===== src/rtl/cad32_pkg.sv =====
package cad32_pkg;
    // A 3:2 pulldown group spans five fields with exactly one repeat.
    localparam int unsigned CAD_PERIOD = 5;
    localparam int unsigned PHASE_W    = 3;
    typedef logic [PHASE_W-1:0] phase_t;
    localparam phase_t PHASE_REPEAT = phase_t'(0);
    localparam phase_t PHASE_LAST   = phase_t'(CAD_PERIOD - 1);
endpackage


===== src/rtl/cad32_line_cond.sv =====
module cad32_line_cond #(
    parameter int unsigned SCORE_W = 16,
    parameter int unsigned THR_W   = 8,
    parameter int unsigned SHIFT_W = 4
) (
    input  logic               line_valid,
    input  logic [SCORE_W-1:0] line_score,
    input  logic [SHIFT_W-1:0] noise_shift,
    input  logic [THR_W-1:0]   diff_thr,
    output logic               line_differs
);
    localparam int unsigned CMP_W = (SCORE_W > THR_W) ? SCORE_W : THR_W;

    logic [SCORE_W-1:0] cond_score;
    logic [CMP_W-1:0]   cmp_score;
    logic [CMP_W-1:0]   cmp_thr;

    always_comb begin
        cond_score   = line_score >> noise_shift;
        cmp_score    = CMP_W'(cond_score);
        cmp_thr      = CMP_W'(diff_thr);
        line_differs = line_valid && (cmp_score >= cmp_thr);
    end
endmodule


===== src/rtl/cad32_field_acc.sv =====
module cad32_field_acc #(
    parameter int unsigned LINE_W  = 12,
    parameter int unsigned RATIO_W = 4
) (
    input  logic               clk,
    input  logic               rst,
    input  logic               line_valid,
    input  logic               line_differs,
    input  logic               field_end,
    input  logic [RATIO_W-1:0] line_ratio,
    output logic               field_is_repeat,
    output logic [LINE_W-1:0]  diff_count
);
    localparam logic [LINE_W-1:0] LINE_MAX = '1;
    localparam logic [LINE_W-1:0] LINE_ONE = LINE_W'(1);

    typedef struct packed {
        logic [LINE_W-1:0] lines;
        logic [LINE_W-1:0] diffs;
        logic [LINE_W-1:0] published;
    } acc_state_t;

    acc_state_t state_d, state_q;
    logic [LINE_W-1:0] lines_total;
    logic [LINE_W-1:0] diffs_total;
    logic [LINE_W-1:0] repeat_limit;

    always_comb begin
        state_d     = state_q;
        lines_total = state_q.lines;
        diffs_total = state_q.diffs;
        if (line_valid && state_q.lines != LINE_MAX) begin
            lines_total = state_q.lines + LINE_ONE;
        end
        if (line_differs && state_q.diffs != LINE_MAX) begin
            diffs_total = state_q.diffs + LINE_ONE;
        end
        repeat_limit    = lines_total >> line_ratio;
        field_is_repeat = diffs_total < repeat_limit;
        if (field_end) begin
            state_d.lines     = '0;
            state_d.diffs     = '0;
            state_d.published = diffs_total;
        end else begin
            state_d.lines = lines_total;
            state_d.diffs = diffs_total;
        end
    end

    always_ff @(posedge clk) begin
        if (rst) begin
            state_q <= '0;
        end else begin
            state_q <= state_d;
        end
    end

    assign diff_count = state_q.published;
endmodule


===== src/rtl/cad32_tracker.sv =====
module cad32_tracker
    import cad32_pkg::*;
#(
    parameter int unsigned CNT_W = 4
) (
    input  logic             clk,
    input  logic             rst,
    input  logic             field_end,
    input  logic             field_is_repeat,
    input  logic [CNT_W-1:0] lock_thr,
    input  logic [CNT_W-1:0] unlock_thr,
    output logic             locked,
    output phase_t           phase
);
    localparam logic [CNT_W-1:0] CNT_MAX = '1;
    localparam logic [CNT_W-1:0] CNT_ONE = CNT_W'(1);
    localparam phase_t           PH_ONE  = phase_t'(1);

    typedef struct packed {
        logic [CNT_W-1:0] agree_cnt;
        phase_t           phase;
        logic             locked;
    } trk_state_t;

    trk_state_t state_d, state_q;
    logic             expect_repeat;
    logic             agrees;
    logic [CNT_W-1:0] cnt_next;
    phase_t           phase_step;

    always_comb begin
        state_d       = state_q;
        expect_repeat = (state_q.phase == PHASE_REPEAT);
        agrees        = (field_is_repeat == expect_repeat);
        if (agrees) begin
            cnt_next = (state_q.agree_cnt == CNT_MAX) ? state_q.agree_cnt
                                                      : state_q.agree_cnt + CNT_ONE;
        end else begin
            cnt_next = (state_q.agree_cnt == '0) ? state_q.agree_cnt
                                                 : state_q.agree_cnt - CNT_ONE;
        end
        phase_step = (state_q.phase == PHASE_LAST) ? PHASE_REPEAT : state_q.phase + PH_ONE;
        if (field_end) begin
            state_d.agree_cnt = cnt_next;
            if (!state_q.locked && field_is_repeat) begin
                state_d.phase = PH_ONE;
            end else begin
                state_d.phase = phase_step;
            end
            if (!state_q.locked) begin
                state_d.locked = (cnt_next >= lock_thr);
            end else begin
                state_d.locked = (cnt_next > unlock_thr);
            end
        end
    end

    always_ff @(posedge clk) begin
        if (rst) begin
            state_q <= '0;
        end else begin
            state_q <= state_d;
        end
    end

    assign locked = state_q.locked;
    assign phase  = state_q.phase;
endmodule


===== src/rtl/cad32_detector.sv =====
module cad32_detector #(
    parameter int unsigned SCORE_W = 16,
    parameter int unsigned THR_W   = 8,
    parameter int unsigned SHIFT_W = 4,
    parameter int unsigned LINE_W  = 12,
    parameter int unsigned RATIO_W = 4,
    parameter int unsigned CNT_W   = 4
) (
    input  logic               clk,
    input  logic               rst,
    input  logic               line_valid,
    input  logic [SCORE_W-1:0] line_score,
    input  logic               field_end,
    input  logic [SHIFT_W-1:0] cfg_noise_shift,
    input  logic [THR_W-1:0]   cfg_diff_thr,
    input  logic [RATIO_W-1:0] cfg_line_ratio,
    input  logic [CNT_W-1:0]   cfg_lock_thr,
    input  logic [CNT_W-1:0]   cfg_unlock_thr,
    output logic [LINE_W-1:0]  diff_count,
    output logic               cadence_locked,
    output logic [2:0]         cadence_phase
);
    logic line_differs;
    logic field_is_repeat;

    cad32_line_cond #(
        .SCORE_W(SCORE_W), .THR_W(THR_W), .SHIFT_W(SHIFT_W)
    ) u_cond (
        .line_valid  (line_valid),
        .line_score  (line_score),
        .noise_shift (cfg_noise_shift),
        .diff_thr    (cfg_diff_thr),
        .line_differs(line_differs)
    );

    cad32_field_acc #(
        .LINE_W(LINE_W), .RATIO_W(RATIO_W)
    ) u_acc (
        .clk            (clk),
        .rst            (rst),
        .line_valid     (line_valid),
        .line_differs   (line_differs),
        .field_end      (field_end),
        .line_ratio     (cfg_line_ratio),
        .field_is_repeat(field_is_repeat),
        .diff_count     (diff_count)
    );

    cad32_tracker #(
        .CNT_W(CNT_W)
    ) u_trk (
        .clk            (clk),
        .rst            (rst),
        .field_end      (field_end),
        .field_is_repeat(field_is_repeat),
        .lock_thr       (cfg_lock_thr),
        .unlock_thr     (cfg_unlock_thr),
        .locked         (cadence_locked),
        .phase          (cadence_phase)
    );
endmodule


===== config.mk =====
export PLATFORM = sky130hd
export DESIGN_NAME = cad32_detector
export DESIGN_NICKNAME = d
export VERILOG_FILES = /design/src/rtl/cad32_pkg.sv /design/src/rtl/cad32_line_cond.sv /design/src/rtl/cad32_field_acc.sv /design/src/rtl/cad32_tracker.sv /design/src/rtl/cad32_detector.sv
export SDC_FILE = /design/constraint.sdc
export NUM_CORES = 1
export LEC_CHECK = 0
export CAP_MARGIN = 20
export CORE_MARGIN = 5
export CORE_UTILIZATION = 25
export CTS_BUF_LIST = sky130_fd_sc_hd__clkbuf_16
export DETAILED_ROUTE_END_ITERATION = 16
export GPL_TIMING_DRIVEN = 0
export SETUP_SLACK_MARGIN = 0.5
export SLEW_MARGIN = 30
export SYNTH_ARGS = -nofsm -noshare
export SYNTH_HDL_FRONTEND = slang
export SYNTH_SLANG_ARGS = --single-unit
export TNS_END_PERCENT = 20

===== constraint.sdc =====
create_clock -name clk -period 8.9 [get_ports clk]
set_input_delay 2.225 -clock clk [delete_from_list [all_inputs] [get_ports clk]]
set_output_delay 2.225 -clock clk [all_outputs]
set_load 0.02 [all_outputs]

Word level (Yosys, flattened, before mapping)
Cells that the tools add are included.

Register bits: 44. Bits of input ports: 44. Output and inout bits: 16. Logic and storage cells: 38.

Add/sub/neg operators: 5. $lt $le $gt $ge: 4. Eq/ne operators: 5. Shift operators: 2. Mux-type cells: 8. Reductions and logical operators: 8.

Operator list (number): $add 12x1->12 const B (2); $mux 12 (2); $ne 12x12->1 const B (2); $ge 16x8->1 (1); $shr 16x4->16 (1); $lt 12x12->1 (1); $mux 4 (3); $shr 12x4->12 (1); $mux 3 (2); $add 4x1->4 const B (1); $eq 4x4->1 const B (1); $ge 4x4->1 (1); $gt 4x4->1 (1); $logic_and 1x1->1 (4); $logic_not 4->1 (1); $sub 4x1->4 const B (1); $add 3x1->3 const B (1); $eq 3x3->1 const B (1); $logic_not 3->1 (1); $reduce_or 2->1 (1); $eq 1x1->1 (1); $logic_not 1->1 (1); $mux 1 (1).

Depth between registers and ports, before layout
Gate-level depths: netlist of run 1.

Word-level depth: 10. Gate-level depth with buffers: 35. Depth with buffers taken out: 33.

By module
From an unflattened synthesis of run 1, not the netlist that was laid out.

Cell total of the unflattened synthesis: 543. Area total of the unflattened synthesis: 4297.9 um^2.

Modules (own cells, without submodules): cad32_field_acc (instances 1, cells each 320, area each 2578.7 um^2, sequential area each 720.7 um^2); cad32_line_cond (instances 1, cells each 112, area each 880.8 um^2, sequential area each 0.0 um^2); cad32_tracker (instances 1, cells each 111, area each 838.3 um^2, sequential area each 160.2 um^2).

Least setup slack after synthesis of run 1
Ideal clock, no wire load.

Path kind: input -> register. Start point: input cfg_noise_shift[0]. End point: register u_trk.state_q, in the netlist u_trk.locked. Library setup time: 81 ps. Data arrival time: 8292 ps. Required time: 8819 ps. Slack: 528 ps. Cell stages on the path: 31. Path buffers: 2. Path through: buf_2 buf_2 mux4_2 mux2_2 o21ai_0 ha_1 nand2b_1 a2111oi_0 nor3_1 o221ai_1 a31oi_1 and4_1 nand3_1 xor2_1 inv_1 ha_1 a21o_1 a21o_1 a211oi_1 o21a_1 o21ai_0 a21oi_4 nand2_4 xnor2_4 mux4_1 ha_1 o21ai_0 nand2b_1 a21oi_1 a211o_1 a41oi_1.

Cells in the longest elaborated chain, start to end: 10. Elaborated cells on any way between the ends: 11. Classes of those cells: order compare: 4; eq/ne: 1; shift: 1; mux: 3; reduce/logical: 2.

RTL lines: from (decl) (line cad32_detector.sv:14) `input logic [SHIFT_W-1:0] cfg_noise_shift,`; $shr 16x4->16 (*) (line cad32_line_cond.sv:19) `cond_score = line_score >> noise_shift;`; $ge 16x8->1 (*) (line cad32_line_cond.sv:22) `line_differs = line_valid && (cmp_score >= cmp_thr);`; $logic_and 1x1->1 (*) (line cad32_line_cond.sv:22); $logic_and 1x1->1 (*) (line cad32_field_acc.sv:35) `if (line_differs && state_q.diffs != LINE_MAX) begin`; $mux 12 (*) (line cad32_field_acc.sv:35); via u_acc.diffs_total[5] (line cad32_field_acc.sv:25) `logic [LINE_W-1:0] diffs_total;`; $lt 12x12->1 (*) (line cad32_field_acc.sv:39) `field_is_repeat = diffs_total < repeat_limit;`; $eq 1x1->1 (*) (line cad32_tracker.sv:34) `agrees = (field_is_repeat == expect_repeat);`; $mux 4 (*) (line cad32_tracker.sv:35) `if (agrees) begin`; via u_trk.cnt_next[2] (line cad32_tracker.sv:28) `logic [CNT_W-1:0] cnt_next;`; $ge 4x4->1 or $gt 4x4->1 (tied branches) (line cad32_tracker.sv:51, cad32_tracker.sv:53); $mux 1 (*) (line cad32_tracker.sv:50) `if (!state_q.locked) begin`; to (signal assigned) (line cad32_tracker.sv:62) `state_q <= state_d;`; to (decl) (line cad32_tracker.sv:25) `trk_state_t state_d, state_q;`.

The timed path passes the listed nets; every way through them passes the cells marked *. A chain may end at the register's enable or synchronous reset.

Worst setup path after layout of run 1
Start point: input line_score[2]. End point: register u_trk.state_q, in the netlist u_trk.locked.

Cells in the longest elaborated chain, start to end: 10. Elaborated cells on any way between the ends: 11. Classes of those cells: order compare: 4; eq/ne: 1; shift: 1; mux: 3; reduce/logical: 2.

RTL lines: from (decl) (line cad32_detector.sv:12) `input logic [SCORE_W-1:0] line_score,`; $shr 16x4->16 (*) (line cad32_line_cond.sv:19); $ge 16x8->1 (*) (line cad32_line_cond.sv:22); $logic_and 1x1->1 (*) (line cad32_line_cond.sv:22); $logic_and 1x1->1 (*) (line cad32_field_acc.sv:35); $mux 12 (*) (line cad32_field_acc.sv:35); via u_acc.diffs_total[10] (line cad32_field_acc.sv:25); $lt 12x12->1 (*) (line cad32_field_acc.sv:39); $eq 1x1->1 (*) (line cad32_tracker.sv:34); $mux 4 (*) (line cad32_tracker.sv:35); via u_trk.cnt_next[2] (line cad32_tracker.sv:28); $ge 4x4->1 or $gt 4x4->1 (tied branches) (line cad32_tracker.sv:51, cad32_tracker.sv:53); $mux 1 (*) (line cad32_tracker.sv:50).

Marked as above.

==> results.ini, run 1 <==
[outcome]
status=finished clean

[power_and_ir_drop]
switching_share=0.322
vdd_ir_drop_max_uv=69.5
p_clk_frac=0.334
total_leakage_power_uw=0.00240
p_int_uw=448
pwr-share-comb=0.345
power.density_mw_per_mm2=114
power.total_uw=660
power.switching_uw=212
p_seq_frac=0.321

[worst_setup_path]
cpMostUsedCell=ha_1
r2r_start=u_acc.state_q[24]
critPathSlowestCell=mux4_2
cp_max_fo=7
critPathKind=in -> reg
startpoint_type=input port
worst_setup_path_end_kind=flop
crit_arrival_ns=8.28
critPathBufInv=3
crit_family=compound AO/OA/AOI/OAI gates
slowest_delay_ns=0.46
startpoint=line_score[2]
cp.required_ns=9.04

[final_layout]
nFillCells=1793
areaGrowthSynthToFinish_pct=29.7
antenna_cells=0
fin_nets=721
drive_above_1_share=0.178

[synthesis]
synth_warnings=0
ys_ff_latch=44
syn_area_per_cell_um2=7.82
synth_cells=569
synth.largest_area_cell=dfxtp_1
synth_top_cell_area_share=0.198
syn_area_mm2=0.00445
ys_top_cells_by_count=nor2_1, dfxtp_1, inv_1
synth_edf_count=0
synth_most_common_cell=nor2_1
ys_types=72
syn-num-nets=644
synth_ff_type=dfxtp_1
async_reset_ff_frac=0
synth_area_leaders=dfxtp_1, ha_1, mux2i_1
yosysSeqAreaShare=0.198

[drt]
vias=4295
avgViaCountPerCell=4.93
totalWireLength_um=12200
first_iter_violations=236
drc_errors=0
drtAntennaViolNets=0
first_pass_iters=5
wire_per_inst_um=14.0

[clocking]
cts_inserted_buffers=5
cts_tree=yes
path_clk_slew_ns=0.07
clockRootBuffer=clkbuf_16
cts_sinks=44
insertion_delay_ns=0.29
ctsHtreeMaxLevel=2
clock_path_buffers=2

[global_route]
grt_max_degree=16
antenna_found_initial=0
track_usage=0.116
grt-ovfl-total=0
grt_pass1_wl_um=20000
grt_pass1_vias=4059

[die]
chipWidth_um=143
fp.dieH_um=143
core_area_mm2=0.0174
rows=48
io-pin-count=60
die_area_mm2=0.0206
start_util=0.256

[place]
gp_congestion=0.856
dp_hpwl_um=9450
portBuffers=53

[timing]
rsz0062_at_grt=false
final.min_clock_period_ns=8.14
clock_skew_ns=0.00547
slew_violations=0
whs_ns=0.492
setup_viol=0
slew_headroom=0.514
fin_crit_sh=0.914
max_clock_freq_mhz=123
worstMarginPinSlew_ns=0.723
finalHoldViolations=0

[min_path]
hp-class=reg -> reg
min_from=u_acc.diff_count[8]

[flow_run]
cap_violations=0

layout make-up:
cell class	instances	area, um2	area share
Buffer	48	285	0.0495
Clock buffer	5	125	0.0217
Clock inverter	3	46.3	0.00803
Inverter	43	161	0.0280
Multi-Input combinational cell	434	3310	0.574
Sequential cell	44	881	0.153
Tap cell	225	282	0.0488
Timing Repair Buffer	70	676	0.117
logic make-up after synthesis:
group | count (synthesis) | share of synthesized area
compound gates | 142 | 0.231
fa+ha+maj | 31 | 0.0872
simple gates | 203 | 0.229
mux | 40 | 0.119
buf+inv | 91 | 0.0942
xor+xnor | 18 | 0.0414
flops | 44 | 0.198
worst paths after layout:
kind,end,slack [ns],cells past startpoint
setup / recovery,u_trk.locked,0.76,30
hold / removal,u_acc.diff_count[8],0.49,2
setup reg to reg,u_trk.locked,3.30,24
hold reg to reg,u_acc.diff_count[8],0.49,2
registers in the layout, summed over array words and instances (netlist names):
register / cells
u_acc.state_q: 24
u_trk.state_q: 4
u_trk.phase: 3
u_acc.diff_count: 12
u_trk.locked: 1
power groups by stage:
stage	clock network, uW	registers [uW]	logic [uW]
detailed placement	0	216	208
finish	220	212	228
floorplan	0	215	148
global placement	0	216	208
global route	231	213	253
CTS	225	212	222
per-stage QoR:
stage	instance area (um2)	setup TNS, ns	std cells	setup slack (ns)	utilization
floorplan	4450	0	569	0.528	-
global route	5770	0	872	0.441	0.332
CTS	5610	0	864	0.511	0.323
finish	5770	0	872	0.764	0.332
detailed placement	5260	-1.24	847	-0.907	0.303
global placement	5260	-1.14	847	-0.882	0.303
per-layer routing:
layer,part of all wire,GRT usage,routed length (um),vias to the layer above
li1,-,-,-,2206
met1,0.48,0.162,5860,1998
met2,0.47,0.189,5690,78
met3,0.042,0.0243,519,13
met4,0.012,0.0193,144,0
met5,0,0,0,-
worst register-to-register path: cells and delay by family, from the launching register on:
family / cells / cell delay [ns]
compound gates: 11 / 1.66
buf+inv: 1 / 0.16
flops: 1 / 0.46
fa+ha+maj: 3 / 0.84
xor+xnor: 2 / 0.51
simple gates: 5 / 0.87
mux: 2 / 0.96
layout by cell type (no fill, tap or decap), types with 5 or more instances in the layout:
| cell | netlist | routed |
|---|---|---|
| ha_1 | 31 | 31 |
| a211o_1 | 5 | 5 |
| nand3_1 | 16 | 15 |
| a31oi_1 | 6 | 5 |
| nand2b_1 | 10 | 9 |
| clkbuf_16 | 0 | 5 |
| nand4_1 | 11 | 11 |
| nor3_1 | 10 | 9 |
| nor2b_1 | 11 | 11 |
| o22ai_1 | 6 | 6 |
| dlymetal6s2s_1 | 0 | 9 |
| a21oi_1 | 31 | 30 |
| xnor2_2 | 1 | 7 |
| clkdlybuf4s50_1 | 0 | 40 |
| inv_1 | 43 | 43 |
| nor4_1 | 5 | 5 |
| mux4_2 | 7 | 8 |
| and3_1 | 11 | 10 |
| buf_4 | 17 | 36 |
| o211ai_1 | 6 | 6 |
| dfxtp_1 | 44 | 44 |
| o21ai_0 | 32 | 28 |
| nand2_1 | 37 | 37 |
| a211oi_1 | 21 | 19 |
| mux2i_1 | 27 | 23 |
| nor2_1 | 68 | 68 |
| clkbuf_1 | 22 | 18 |
| o21ai_1 | 3 | 6 |
what timing repair did:
| item | CTS | global route |
|---|---|---|
| setup buffers | 9 | 8 |
| pin swaps | 11 | 16 |
| hold buffers | 0 | 0 |
| setup endpoints to repair | 6 | 1 |
| gates resized for setup | 33 | 31 |
No activity file was read; power rests on OpenSTA's default activity.
==> run 2, diff against run 1 <==
--- a/config.mk
+++ b/config.mk
@@ -11,6 +11,7 @@
 export CTS_BUF_LIST = sky130_fd_sc_hd__clkbuf_16
 export DETAILED_ROUTE_END_ITERATION = 16
 export GPL_TIMING_DRIVEN = 0
+export PLACE_DENSITY = 0.4
 export SETUP_SLACK_MARGIN = 0.5
 export SLEW_MARGIN = 30
 export SYNTH_ARGS = -nofsm -noshare
==> run 2 against run 1 <==
  * First-iteration DRC count shrank 33%
  * Utilization shrank 0.079 points
  * Worst hold slack lost 0.0051 ns
  * Total power grew 0.92%
  * Setup slack gained 0.068 ns
  * Maximum frequency is 0.85% higher
  * Cell area decreased by 0.24%
  * Via count is 0.56% higher
  * Clock power hardly changed
  * Sequential share of layout area about the same
  * Largest power group unchanged
  * Highest routed layer unchanged
  * Die area unchanged
==> results.ini, run 2 (synthesis gave the netlist of run 1 again) <==
[outcome]
status=finished clean  ; unchanged

[die]
rows=48  ; unchanged
chipWidth_um=143  ; unchanged
start_util=0.256  ; unchanged
core_area_mm2=0.0174  ; unchanged
io-pin-count=60  ; unchanged
die_area_mm2=0.0206  ; unchanged
fp.dieH_um=143  ; unchanged

[final_layout]
antenna_cells=0  ; unchanged
largest_reg_flops=24  ; unchanged
drive_above_1_share=0.175  ; was 0.178
layout_common_cells=nor2_1, dfxtp_1, inv_1  ; unchanged
fin_nets=718  ; was 721
layout_commonest_cell=nor2_1  ; unchanged
areaGrowthSynthToFinish_pct=29.4  ; was 29.7%
top_register=u_acc.state_q  ; unchanged

[drt]
first_pass_iters=4  ; was 5
vias=4319  ; was 4295
drc_errors=0  ; unchanged
totalWireLength_um=12900  ; was 12200 um
drtAntennaViolNets=0  ; unchanged
wire_per_inst_um=14.9  ; was 14.0 um
avgViaCountPerCell=4.97  ; was 4.93
first_iter_violations=159  ; was 236

[global_route]
grt_max_degree=16  ; unchanged
track_usage=0.127  ; was 0.116
grt_pass1_wl_um=21300  ; was 20000 um
grt_pass1_vias=4238  ; was 4059
antenna_found_initial=0  ; unchanged
grt-ovfl-total=0  ; unchanged

[timing]
max_clock_freq_mhz=124  ; was 123 MHz
final.min_clock_period_ns=8.07  ; was 8.14 ns
slew_headroom=0.360  ; was 0.514
setup_tns_ns=0  ; unchanged
setup_viol=0  ; unchanged
finalHoldViolations=0  ; unchanged
slew_violations=0  ; unchanged
fin_crit_sh=0.906  ; was 0.914
rsz0062_at_grt=false  ; unchanged
worstMarginPinSlew_ns=0.952  ; was 0.723 ns
clock_skew_ns=0.00703  ; was 0.00547 ns
setup_ws_ns=0.832  ; was 0.764 ns

[min_path]
hold_end=u_acc.diff_count[5]  ; was u_acc.diff_count[8]
min_path_cells=2  ; unchanged
hp-class=reg -> reg  ; unchanged
min_from=u_acc.diff_count[5]  ; was u_acc.diff_count[8]

[clocking]
cts_sinks=44  ; unchanged
path_clk_slew_ns=0.07  ; about the same
cts_tree=yes  ; unchanged
clock_path_buffers=2  ; unchanged
insertion_delay_ns=0.30  ; was 0.29 ns
clockRootBuffer=clkbuf_16  ; unchanged
ctsHtreeMaxLevel=2  ; unchanged
cts_hold_buf=0  ; unchanged
cts_inserted_buffers=5  ; unchanged

[worst_setup_path]
critPathKind=in -> reg  ; unchanged
cp.required_ns=9.12  ; was 9.04 ns
r2r_start=u_acc.state_q[24]  ; unchanged
ff2ff_setup_slack_ns=3.34  ; was 3.30 ns
worst_setup_path_end_kind=flop  ; unchanged
slowest_delay_ns=0.52  ; was 0.46 ns
rr_endpoint=u_trk.locked  ; unchanged
worstRegToRegCells=25  ; was 24
crit_arrival_ns=8.29  ; was 8.28 ns
cpMostUsedCell=ha_1  ; unchanged
cp_max_fo=7  ; unchanged
critPathSlowestCell=clkdlybuf4s50_1  ; was mux4_2
startpoint_type=input port  ; unchanged

[place]
portBuffers=53  ; unchanged
gp_congestion=0.812  ; was 0.856
place_ws_ns=-0.955  ; was -0.907 ns
dp_hpwl_um=10300  ; was 9450 um

[flow_run]
cap_violations=0  ; unchanged

[power_and_ir_drop]
total_leakage_power_uw=0.00237  ; was 0.00240 uW
power.density_mw_per_mm2=116  ; was 114 mW/mm2
vdd_ir_drop_max_uv=60.2  ; was 69.5 uV

run 2: cell types whose count changed in the layout (fill, tap and decap cells not counted), sizes merged:
cell / delta
clkbuf: -1
clkinv: +2
dlymetal6s2s: -1
clkdlybuf4s50: +1
clkinvlp: -1
inv: -1
buf: -2
run 2: through the flow:
| step | utilization | power, uW | hold slack (ns) | cells | cell area (um2) |
|---|---|---|---|---|---|
| after detailed placement | 0.303 | 428 | 0.485 | 847 | 5260 |
| after global placement | 0.303 | 427 | 0.478 | 847 | 5260 |
| final | 0.332 | 666 | 0.487 | 869 | 5750 |
| after CTS | 0.323 | 669 | 0.495 | 863 | 5610 |
| after floorplan | - | 363 | 0.463 | 569 | 4450 |
| after global routing | 0.332 | 713 | 0.505 | 869 | 5750 |
run 2: report_power, final:
part | internal [uW] | total (uW) | leakage [uW] | switching [uW]
combinational | 112 | 232 | 0.00193 | 120
sequential | 204 | 212 | 0.000358 | 7.37
clock | 134 | 223 | 0.0000840 | 89.6
run 2: how the worst max path moves through the flow:
stage	startpoint	to	slack [ns]	depth (start not counted)
finish	line_score[9]	u_trk.locked	0.83	32
global route	cfg_noise_shift[0]	u_trk.locked	0.48	32
CTS	line_score[6]	u_trk.locked	0.51	30
detailed placement	cfg_noise_shift[1]	u_trk.locked	-0.96	32
global placement	cfg_noise_shift[1]	u_trk.locked	-1.01	32
floorplan	cfg_noise_shift[0]	u_trk.locked	0.53	31
run 2: layout make-up:
cell class | count | area (um2)
Sequential cell | 44 | 881
Multi-Input combinational cell | 434 | 3310
Tap cell | 225 | 282
Clock buffer | 5 | 125
Fill cell | 1820 | 11600
Clock inverter | 3 | 47.5
Buffer | 48 | 293
Timing Repair Buffer | 67 | 651
Inverter | 43 | 161
run 2: critical path, delay by kind of cell:
| kind | cells | cell delay (ns) |
|---|---|---|
| xor+xnor | 2 | 0.40 |
| buf+inv | 3 | 0.75 |
| fa+ha+maj | 3 | 0.87 |
| simple gates | 10 | 1.33 |
| mux | 4 | 0.97 |
| compound gates | 10 | 1.73 |
run 2: what timing repair did:
| item | 4_1_cts | 5_1_grt |
|---|---|---|
| endpoints found under the setup margin | 8 | 1 |
| resized for setup | 37 | 30 |
| pin swaps | 10 | 13 |
| buffers inserted | 8 | 6 |
| cloned | 0 | 0 |
run 2: metal layers:
layer	wire (um)	track usage
met4	143	0.0282
met1	6230	0.169
met2	6140	0.217
met3	406	0.0203
met5	0	0
